$ cat src/rtl/wdw_pkg.sv
`timescale 1ns/1ps
package wdw_pkg;

    typedef enum logic [1:0] {
        ACT_NONE  = 2'd0,
        ACT_RESET = 2'd1,
        ACT_FAULT = 2'd2
    } act_e;

    // Packed MSB first so the struct lines up with control bits [8:0].
    typedef struct packed {
        logic debug_run;
        logic sleep_pause;
        logic auto_svc;
        logic warn_act;
        act_e upper_act;
        act_e lower_act;
        logic enable;
    } cfg_t;

    localparam int CFG_W     = $bits(cfg_t);
    localparam int NUM_LIM   = 3;
    localparam int LIM_LOWER = 0;
    localparam int LIM_UPPER = 1;
    localparam int LIM_WARN  = 2;

    // Limit registers occupy consecutive addresses in LIM_* order.
    localparam int ADR_CTRL  = 0;
    localparam int ADR_LIM0  = 1;
    localparam int ADR_SVC   = 4;
    localparam int ADR_STAT  = 5;
    localparam int ADR_INTR  = 6;
    localparam int ADR_MASK  = 7;
    localparam int ADR_LOCK  = 8;
    localparam int ADR_COUNT = 9;

    typedef enum logic [1:0] {
        LK_CLOSED = 2'd0,
        LK_ARMED  = 2'd1,
        LK_OPEN   = 2'd2
    } lock_e;

endpackage

$ cat src/rtl/wdw_lim_stage.sv
`timescale 1ns/1ps
module wdw_lim_stage #(
    parameter int W     = 16,
    parameter int DEPTH = 2
) (
    input  logic         clk,
    input  logic         rst_n,
    input  logic [W-1:0] lim_in,
    output logic [W-1:0] lim_out
);
    logic [DEPTH-1:0][W-1:0] pipe_d, pipe_q;

    always_comb begin
        pipe_d[0] = lim_in;
        for (int i = 1; i < DEPTH; i++) begin
            pipe_d[i] = pipe_q[i-1];
        end
    end

    always_ff @(posedge clk or negedge rst_n) begin
        if (!rst_n) pipe_q <= '0;
        else        pipe_q <= pipe_d;
    end

    assign lim_out = pipe_q[DEPTH-1];
endmodule

$ cat src/rtl/wdw_regs.sv
`timescale 1ns/1ps
module wdw_regs import wdw_pkg::*; #(
    parameter int               W         = 16,
    parameter int               ADDR_W    = 4,
    parameter int               LIM_DELAY = 2,
    parameter logic [W-1:0]     KEY_FIRST  = 16'hA1B2,
    parameter logic [W-1:0]     KEY_SECOND = 16'h3C4D
) (
    input  logic                        clk,
    input  logic                        rst_n,
    input  logic                        wr,
    input  logic [ADDR_W-1:0]           addr,
    input  logic [W-1:0]                wdata,
    output logic [W-1:0]                rdata,
    input  logic [W-1:0]                cnt,
    input  logic                        en_status,
    input  logic                        svc_done,
    input  logic                        warn_hit,
    output cfg_t                        cfg,
    output logic [NUM_LIM-1:0][W-1:0]   lim_act,
    output logic                        svc_pend,
    output logic                        irq
);
    localparam logic [ADDR_W-1:0] A_CTRL  = ADDR_W'(ADR_CTRL);
    localparam logic [ADDR_W-1:0] A_LIM0  = ADDR_W'(ADR_LIM0);
    localparam logic [ADDR_W-1:0] A_SVC   = ADDR_W'(ADR_SVC);
    localparam logic [ADDR_W-1:0] A_STAT  = ADDR_W'(ADR_STAT);
    localparam logic [ADDR_W-1:0] A_INTR  = ADDR_W'(ADR_INTR);
    localparam logic [ADDR_W-1:0] A_MASK  = ADDR_W'(ADR_MASK);
    localparam logic [ADDR_W-1:0] A_LOCK  = ADDR_W'(ADR_LOCK);
    localparam logic [ADDR_W-1:0] A_COUNT = ADDR_W'(ADR_COUNT);

    typedef struct packed {
        cfg_t                      cfg;
        logic [NUM_LIM-1:0][W-1:0] lim;
        logic                      svc;
        logic                      intr;
        logic                      mask;
        lock_e                     lock;
    } st_t;

    st_t  d, q;
    logic unlocked;
    logic intr_clr;

    assign unlocked = (q.lock == LK_OPEN);
    assign intr_clr = wr && (addr == A_INTR) && wdata[0];

    always_comb begin
        d = q;
        // hardware completion first, so a fresh request in the same cycle wins
        if (svc_done) d.svc = 1'b0;
        d.intr = (q.intr & ~intr_clr) | warn_hit;
        if (wr) begin
            case (addr)
                A_CTRL: if (unlocked) d.cfg = cfg_t'(wdata[CFG_W-1:0]);
                A_SVC:  if (unlocked && wdata[0]) d.svc = 1'b1;
                A_MASK: d.mask = wdata[0];
                A_LOCK: begin
                    if (wdata == KEY_FIRST)                             d.lock = LK_ARMED;
                    else if (q.lock == LK_ARMED && wdata == KEY_SECOND) d.lock = LK_OPEN;
                    else                                                d.lock = LK_CLOSED;
                end
                default: ;
            endcase
            for (int i = 0; i < NUM_LIM; i++) begin
                if (unlocked && addr == A_LIM0 + ADDR_W'(i)) d.lim[i] = wdata;
            end
        end
    end

    always_ff @(posedge clk or negedge rst_n) begin
        if (!rst_n) q <= '0;
        else        q <= d;
    end

    always_comb begin
        rdata = '0;
        case (addr)
            A_CTRL:  rdata[CFG_W-1:0] = q.cfg;
            A_SVC:   rdata[0] = q.svc;
            A_STAT:  rdata[0] = en_status;
            A_INTR:  rdata[0] = q.intr;
            A_MASK:  rdata[0] = q.mask;
            A_LOCK:  rdata[0] = unlocked;
            A_COUNT: rdata = cnt;
            default: ;
        endcase
        for (int i = 0; i < NUM_LIM; i++) begin
            if (addr == A_LIM0 + ADDR_W'(i)) rdata = q.lim[i];
        end
    end

    // Compare values reach the counter through a fixed delay line.
    for (genvar g = 0; g < NUM_LIM; g++) begin : g_lim
        wdw_lim_stage #(.W(W), .DEPTH(LIM_DELAY)) i_stage (
            .clk     (clk),
            .rst_n   (rst_n),
            .lim_in  (q.lim[g]),
            .lim_out (lim_act[g])
        );
    end

    assign cfg      = q.cfg;
    assign svc_pend = q.svc;
    assign irq      = q.intr & q.mask;

    // a write while not unlocked leaves configuration and limits untouched
    assert_locked_hold_R2: assert property (@(posedge clk) disable iff (!rst_n)
        (wr && !unlocked && addr != A_LOCK) |=> ($stable(q.cfg) && $stable(q.lim)));

    // a clear with no coincident warn event leaves the status low
    assert_w1c_R7: assert property (@(posedge clk) disable iff (!rst_n)
        (intr_clr && !warn_hit) |=> !q.intr);

    // the pending service bit is taken by the counter one cycle after it is set
    assert_svc_taken_R6: assert property (@(posedge clk) disable iff (!rst_n)
        (q.svc && !(wr && addr == A_SVC)) |=> !q.svc);
endmodule

$ cat src/rtl/wdw_core.sv
`timescale 1ns/1ps
module wdw_core import wdw_pkg::*; #(
    parameter int W = 16
) (
    input  logic         clk,
    input  logic         rst_n,
    input  cfg_t         cfg,
    input  logic [W-1:0] lower,
    input  logic [W-1:0] upper,
    input  logic [W-1:0] warn,
    input  logic         svc_pend,
    input  logic         deep_sleep,
    input  logic         dbg_halt,
    output logic [W-1:0] cnt,
    output logic         running,
    output logic         svc_done,
    output logic         warn_hit,
    output logic         reset_req,
    output logic         fault_req
);
    typedef struct packed {
        logic [W-1:0] cnt;
        logic         run;
        logic         rst_req;
        logic         flt_req;
    } st_t;

    st_t  d, q;
    logic hold;

    assign hold = (deep_sleep & cfg.sleep_pause) | (dbg_halt & ~cfg.debug_run);

    always_comb begin
        d         = q;
        d.run     = cfg.enable;
        d.rst_req = 1'b0;
        d.flt_req = 1'b0;
        warn_hit  = 1'b0;
        svc_done  = svc_pend;
        if (svc_pend) begin
            d.cnt = '0;
            if (q.run && q.cnt < lower) begin
                d.rst_req = (cfg.lower_act == ACT_RESET);
                d.flt_req = (cfg.lower_act == ACT_FAULT);
            end
        end else if (!q.run) begin
            d.cnt = '0;
        end else if (!hold) begin
            warn_hit = cfg.warn_act && (q.cnt == warn);
            if (q.cnt == upper && cfg.auto_svc) begin
                d.cnt = '0;
            end else begin
                d.cnt = q.cnt + 1'b1;
                if (q.cnt == upper) begin
                    d.rst_req = (cfg.upper_act == ACT_RESET);
                    d.flt_req = (cfg.upper_act == ACT_FAULT);
                end
            end
        end
    end

    always_ff @(posedge clk or negedge rst_n) begin
        if (!rst_n) q <= '0;
        else        q <= d;
    end

    assign cnt       = q.cnt;
    assign running   = q.run;
    assign reset_req = q.rst_req;
    assign fault_req = q.flt_req;

    // the two action outputs never fire together
    assert_one_action_R4: assert property (@(posedge clk) disable iff (!rst_n)
        !(reset_req && fault_req));

    // a pending service restarts the count
    assert_restart_R6: assert property (@(posedge clk) disable iff (!rst_n)
        svc_pend |=> (q.cnt == '0));

    // a running, unpaused counter away from the upper limit steps by one
    assert_step_R3: assert property (@(posedge clk) disable iff (!rst_n)
        (q.run && !hold && !svc_pend && q.cnt != upper) |=> (q.cnt == W'($past(q.cnt) + 1'b1)));

    // auto-service wraps silently at the upper limit
    assert_auto_wrap_R8: assert property (@(posedge clk) disable iff (!rst_n)
        (q.run && !hold && !svc_pend && cfg.auto_svc && q.cnt == upper)
        |=> (q.cnt == '0 && !q.rst_req && !q.flt_req));

    // deep sleep freezes the count when the pause option is set
    assert_sleep_hold_R10: assert property (@(posedge clk) disable iff (!rst_n)
        (deep_sleep && cfg.sleep_pause && q.run && !svc_pend) |=> $stable(q.cnt));

    // a debugger halt freezes the count unless run-in-debug is set
    assert_debug_hold_R11: assert property (@(posedge clk) disable iff (!rst_n)
        (dbg_halt && !cfg.debug_run && q.run && !svc_pend) |=> $stable(q.cnt));
endmodule

$ cat src/rtl/wdw_watchdog.sv
`timescale 1ns/1ps
module wdw_watchdog import wdw_pkg::*; #(
    parameter int           CNT_W      = 16,
    parameter int           ADDR_W     = 4,
    parameter int           LIM_DELAY  = 2,
    parameter logic [15:0]  KEY_FIRST  = 16'hA1B2,
    parameter logic [15:0]  KEY_SECOND = 16'h3C4D
) (
    input  logic              clk,
    input  logic              rst_n,
    input  logic              reg_wr,
    input  logic [ADDR_W-1:0] reg_addr,
    input  logic [CNT_W-1:0]  reg_wdata,
    output logic [CNT_W-1:0]  reg_rdata,
    input  logic              deep_sleep,
    input  logic              dbg_halt,
    output logic              fault_req,
    output logic              reset_req,
    output logic              irq
);
    cfg_t                          cfg;
    logic [NUM_LIM-1:0][CNT_W-1:0] lim_act;
    logic [CNT_W-1:0]              cnt;
    logic                          running, svc_pend, svc_done, warn_hit, en_status;

    // Enabled status reads 1 until the counter has actually stopped.
    assign en_status = cfg.enable | running;

    wdw_regs #(
        .W          (CNT_W),
        .ADDR_W     (ADDR_W),
        .LIM_DELAY  (LIM_DELAY),
        .KEY_FIRST  (CNT_W'(KEY_FIRST)),
        .KEY_SECOND (CNT_W'(KEY_SECOND))
    ) i_regs (
        .clk       (clk),
        .rst_n     (rst_n),
        .wr        (reg_wr),
        .addr      (reg_addr),
        .wdata     (reg_wdata),
        .rdata     (reg_rdata),
        .cnt       (cnt),
        .en_status (en_status),
        .svc_done  (svc_done),
        .warn_hit  (warn_hit),
        .cfg       (cfg),
        .lim_act   (lim_act),
        .svc_pend  (svc_pend),
        .irq       (irq)
    );

    wdw_core #(.W(CNT_W)) i_core (
        .clk        (clk),
        .rst_n      (rst_n),
        .cfg        (cfg),
        .lower      (lim_act[LIM_LOWER]),
        .upper      (lim_act[LIM_UPPER]),
        .warn       (lim_act[LIM_WARN]),
        .svc_pend   (svc_pend),
        .deep_sleep (deep_sleep),
        .dbg_halt   (dbg_halt),
        .cnt        (cnt),
        .running    (running),
        .svc_done   (svc_done),
        .warn_hit   (warn_hit),
        .reset_req  (reset_req),
        .fault_req  (fault_req)
    );

    // in the cycle the enable drops, the status still reports enabled
    assert_stop_lag_R3: assert property (@(posedge clk) disable iff (!rst_n)
        $fell(cfg.enable) |-> en_status);
endmodule

$ cat config.mk
export PLATFORM = sky130hd
export DESIGN_NAME = wdw_watchdog
export DESIGN_NICKNAME = d
export VERILOG_FILES = /design/src/rtl/wdw_pkg.sv /design/src/rtl/wdw_lim_stage.sv /design/src/rtl/wdw_regs.sv /design/src/rtl/wdw_core.sv /design/src/rtl/wdw_watchdog.sv
export SDC_FILE = /design/constraint.sdc
export NUM_CORES = 1
export LEC_CHECK = 0
export ABC_AREA = 1
export BUFFER_PORTS_ARGS = -buffer_cell sky130_fd_sc_hd__buf_2
export CAP_MARGIN = 15
export CORE_MARGIN = 2
export CORE_UTILIZATION = 39
export DETAILED_ROUTE_END_ITERATION = 7
export RECOVER_POWER = 25
export SLEW_MARGIN = 15
export SYNTH_ARGS = -nofsm -noshare
export SYNTH_HDL_FRONTEND = slang
export SYNTH_SLANG_ARGS = --single-unit
export TNS_END_PERCENT = 5
$ cat constraint.sdc
create_clock -name clk -period 2 [get_ports clk]
set_input_delay 0.1 -clock clk [delete_from_list [all_inputs] [get_ports clk]]
set_output_delay 0.1 -clock clk [all_outputs]
set_load 0.02 [all_outputs]
==> out/results.tsv <==
metric	value	unit
status	finished clean	
most frequent cells in the layout	nand2_1 (197), dfrtp_1 (177), inv_1 (87), o21ai_0 (68), buf_2 (42)	
Peak Freq	539	MHz
vias in the first global route	5307	
Gates resized, CTS repair	0	
final WL	18000	µm
non-filler cells, final	1085	
die area	19900	µm²
RSZ-0062 raised after global routing	false	
total track usage	19.4	%
VDD IR max	592	µV
Yosys reg bits	177	
CTS tree	yes	
Core ar.	18600	µm²
clock buffer depth	2	
H-tree depth	4	
CP endpoint kind	output port	
Overflow after GRT	0	
Mapped Cells	759	
Clock Skew	0.00575	ns
Setup violations, final	0	
Post-CTS Setup Bufs	0	
vias	5309	
largest family of logic cells by synthesized area	simple AND/OR/NAND/NOR gates	
largest net degree at the start of global routing	60	
XOR/XNOR Fraction of Synth Area	2.27	%
root buffer cell	clkbuf_16	
Lkg Pwr	4.29	nW
fin util	46.7	%
Sink Count	177	
worst slack at placement	0.197	ns
Synth Area in Simple Gates	19.1	%
Final Hold Fails	0	
most common cell after layout, fill and taps aside	nand2_1	
WL/cell	16.6	µm
sequential cell area fraction in the yosys report	60.4	%
Tcrit/Tclk final	92.8	%
1st-iter DRT viols	385	
Crit Path Class	flop to output port	
Placed Area	7940	µm²
Diodes inserted	0	
final worst slack	0.143	ns
Pre-Repair DR Iteration Count	4	
Site Rows	50	
nets@finish	879	
max cap viols	0	
Synth cell types	35	
die height	141	µm
Syn-to-layout area delta	18.4	%
global placer's final weighted congestion	0.900	
Startpoint Class	flop	
# IOs	44	
post-synthesis mux area share	0	%
Synth Cell Area	7340	µm²
Fill cells	1751	
first-pass GRT wire length	29200	µm
Critical Path AT	1.76	ns
Final TNS setup	0	ns
syn_nets	800	
cell count after placement	1038	
Tot Pwr	7.21	mW
P per Cell Area	830	nW/µm²
Max Fanout on Critical Path	8	
Synth Warn #	0	
hold_buf cts	15	
antenna violation net count after detailed routing	0	
Period minus WS final	1.86	ns
vias per inst	4.89	
Starting Density	39.5	%
max-slew violations	0	
type of the most critical hold path	input port to flop	
Mapped Avg Cell Area	9.67	µm²
IO buf count	43	
adder-cell share of the synthesized area	2.73	%
Residual DRC	0	
layout cells sized above 1	15.6	%
Compound-Gate Fraction of Synth Area	9.00	%
final hold slack	0.0140	ns
total CTS buffers	17	
chip width	141	µm
slew of the pin with the lowest slew margin	0.531	ns
Critical Path RT	1.90	ns
Finished Cell Area	8690	µm²
DP HPWL	13100	µm
initial antenna violation count	0	
Slew headroom	64.5	%
Clk Latency, worst-skew pair	0.43	ns
Clk pin slew, worst setup/hold paths	0.06	ns
## worst max-delay path: stages (launching register included)
cell and delay [ns]:
dfrtp_1 0.40, inv_1 0.20, o21ai_0 0.21, nor3_1 0.21
nand4_1 0.13, buf_2 0.19
## metal layers
metal / GRT usage (%) / part of all wire [%]
met1: 27.7 / 48
met2: 30.5 / 46
met3: 3.13 / 3.5
met4: 6.58 / 1.8
met5: 0 / 0
## area by class of cell
cell class              count  area (µm²)  area share [%]
repair buffers             81         594            6.84
multi-input cells         468        2430            27.9
inverters                  93         349            4.02
clock inverters            15         169            1.94
well taps                 234         293            3.37
flip-flops and latches    177        4430            51.0
clock buffers              17         425            4.90
## cell families after synthesis
kind of cell	Yosys count
compound gates	116
simple gates	317
flops	177
xor+xnor	19
fa+ha+maj	16
buf+inv	114
## where the power goes
part / switching, mW / internal, mW
registers: 0.00337 / 3.58
clock network: 1.47 / 1.87
logic: 0.192 / 0.0815
total: 1.67 / 5.54
## flip-flops by register name, indices dropped and copies added, names as in the netlist
name                          flops
i_core.fault_req                  1
i_core.reset_req                  1
i_regs.svc_pend                   1
i_regs.cfg                        9
i_core.running                    1
i_regs.g_lim.i_stage.lim_out     48
i_core.cnt                       16
i_regs.q                         52
i_regs.g_lim.i_stage.pipe_d      48
## synthesized netlist by cell type (all sizes together)
library cell  count  share of area (%)
xnor2             7               0.84
nor2             36                2.2
nor3             11               0.90
nand4            23                2.0
inv              93                4.8
or2               7               0.60
nor4              3               0.26
a21oi            26                2.3
o21a              1               0.10
o2111ai           6               0.72
o22ai            10               0.85
nand3            35                2.6
clkbuf            8               0.41
and2              1               0.10
a211oi            1               0.10
xor2             12                1.4
dfrtp           177                 60
nand2           200                 10
o21ai            71                4.8
ha               16                2.7
buf              13                1.4
o211ai            1               0.10
nand3b            1               0.10
## final timing paths
path | startpoint | endpoint | slack, ns | depth (start not counted)
hold / removal | reg_wdata[9] | i_regs.q[0]$_DFFE_PN0P_ | 0.01 | 4
hold reg to reg | i_regs.g_lim[2].i_stage.pipe_d[18]$_DFF_PN0_ | i_regs.g_lim[2].i_stage.lim_out[2]$_DFF_PN0_ | 0.35 | 0
min in group asynchronous | rst_n | i_regs.q[19]$_DFFE_PN0P_ | 0.17 | 2
max in group asynchronous | rst_n | i_core.cnt[5]$_DFFE_PN0P_ | 1.15 | 3
setup / recovery | i_core.cnt[0]$_DFFE_PN0P_ | reg_rdata[0] | 0.14 | 5
setup reg to reg | i_core.cnt[11]$_DFFE_PN0P_ | i_core.fault_req$_DFF_PN0_ | 0.17 | 9
Power figures use the tool's default switching activity.
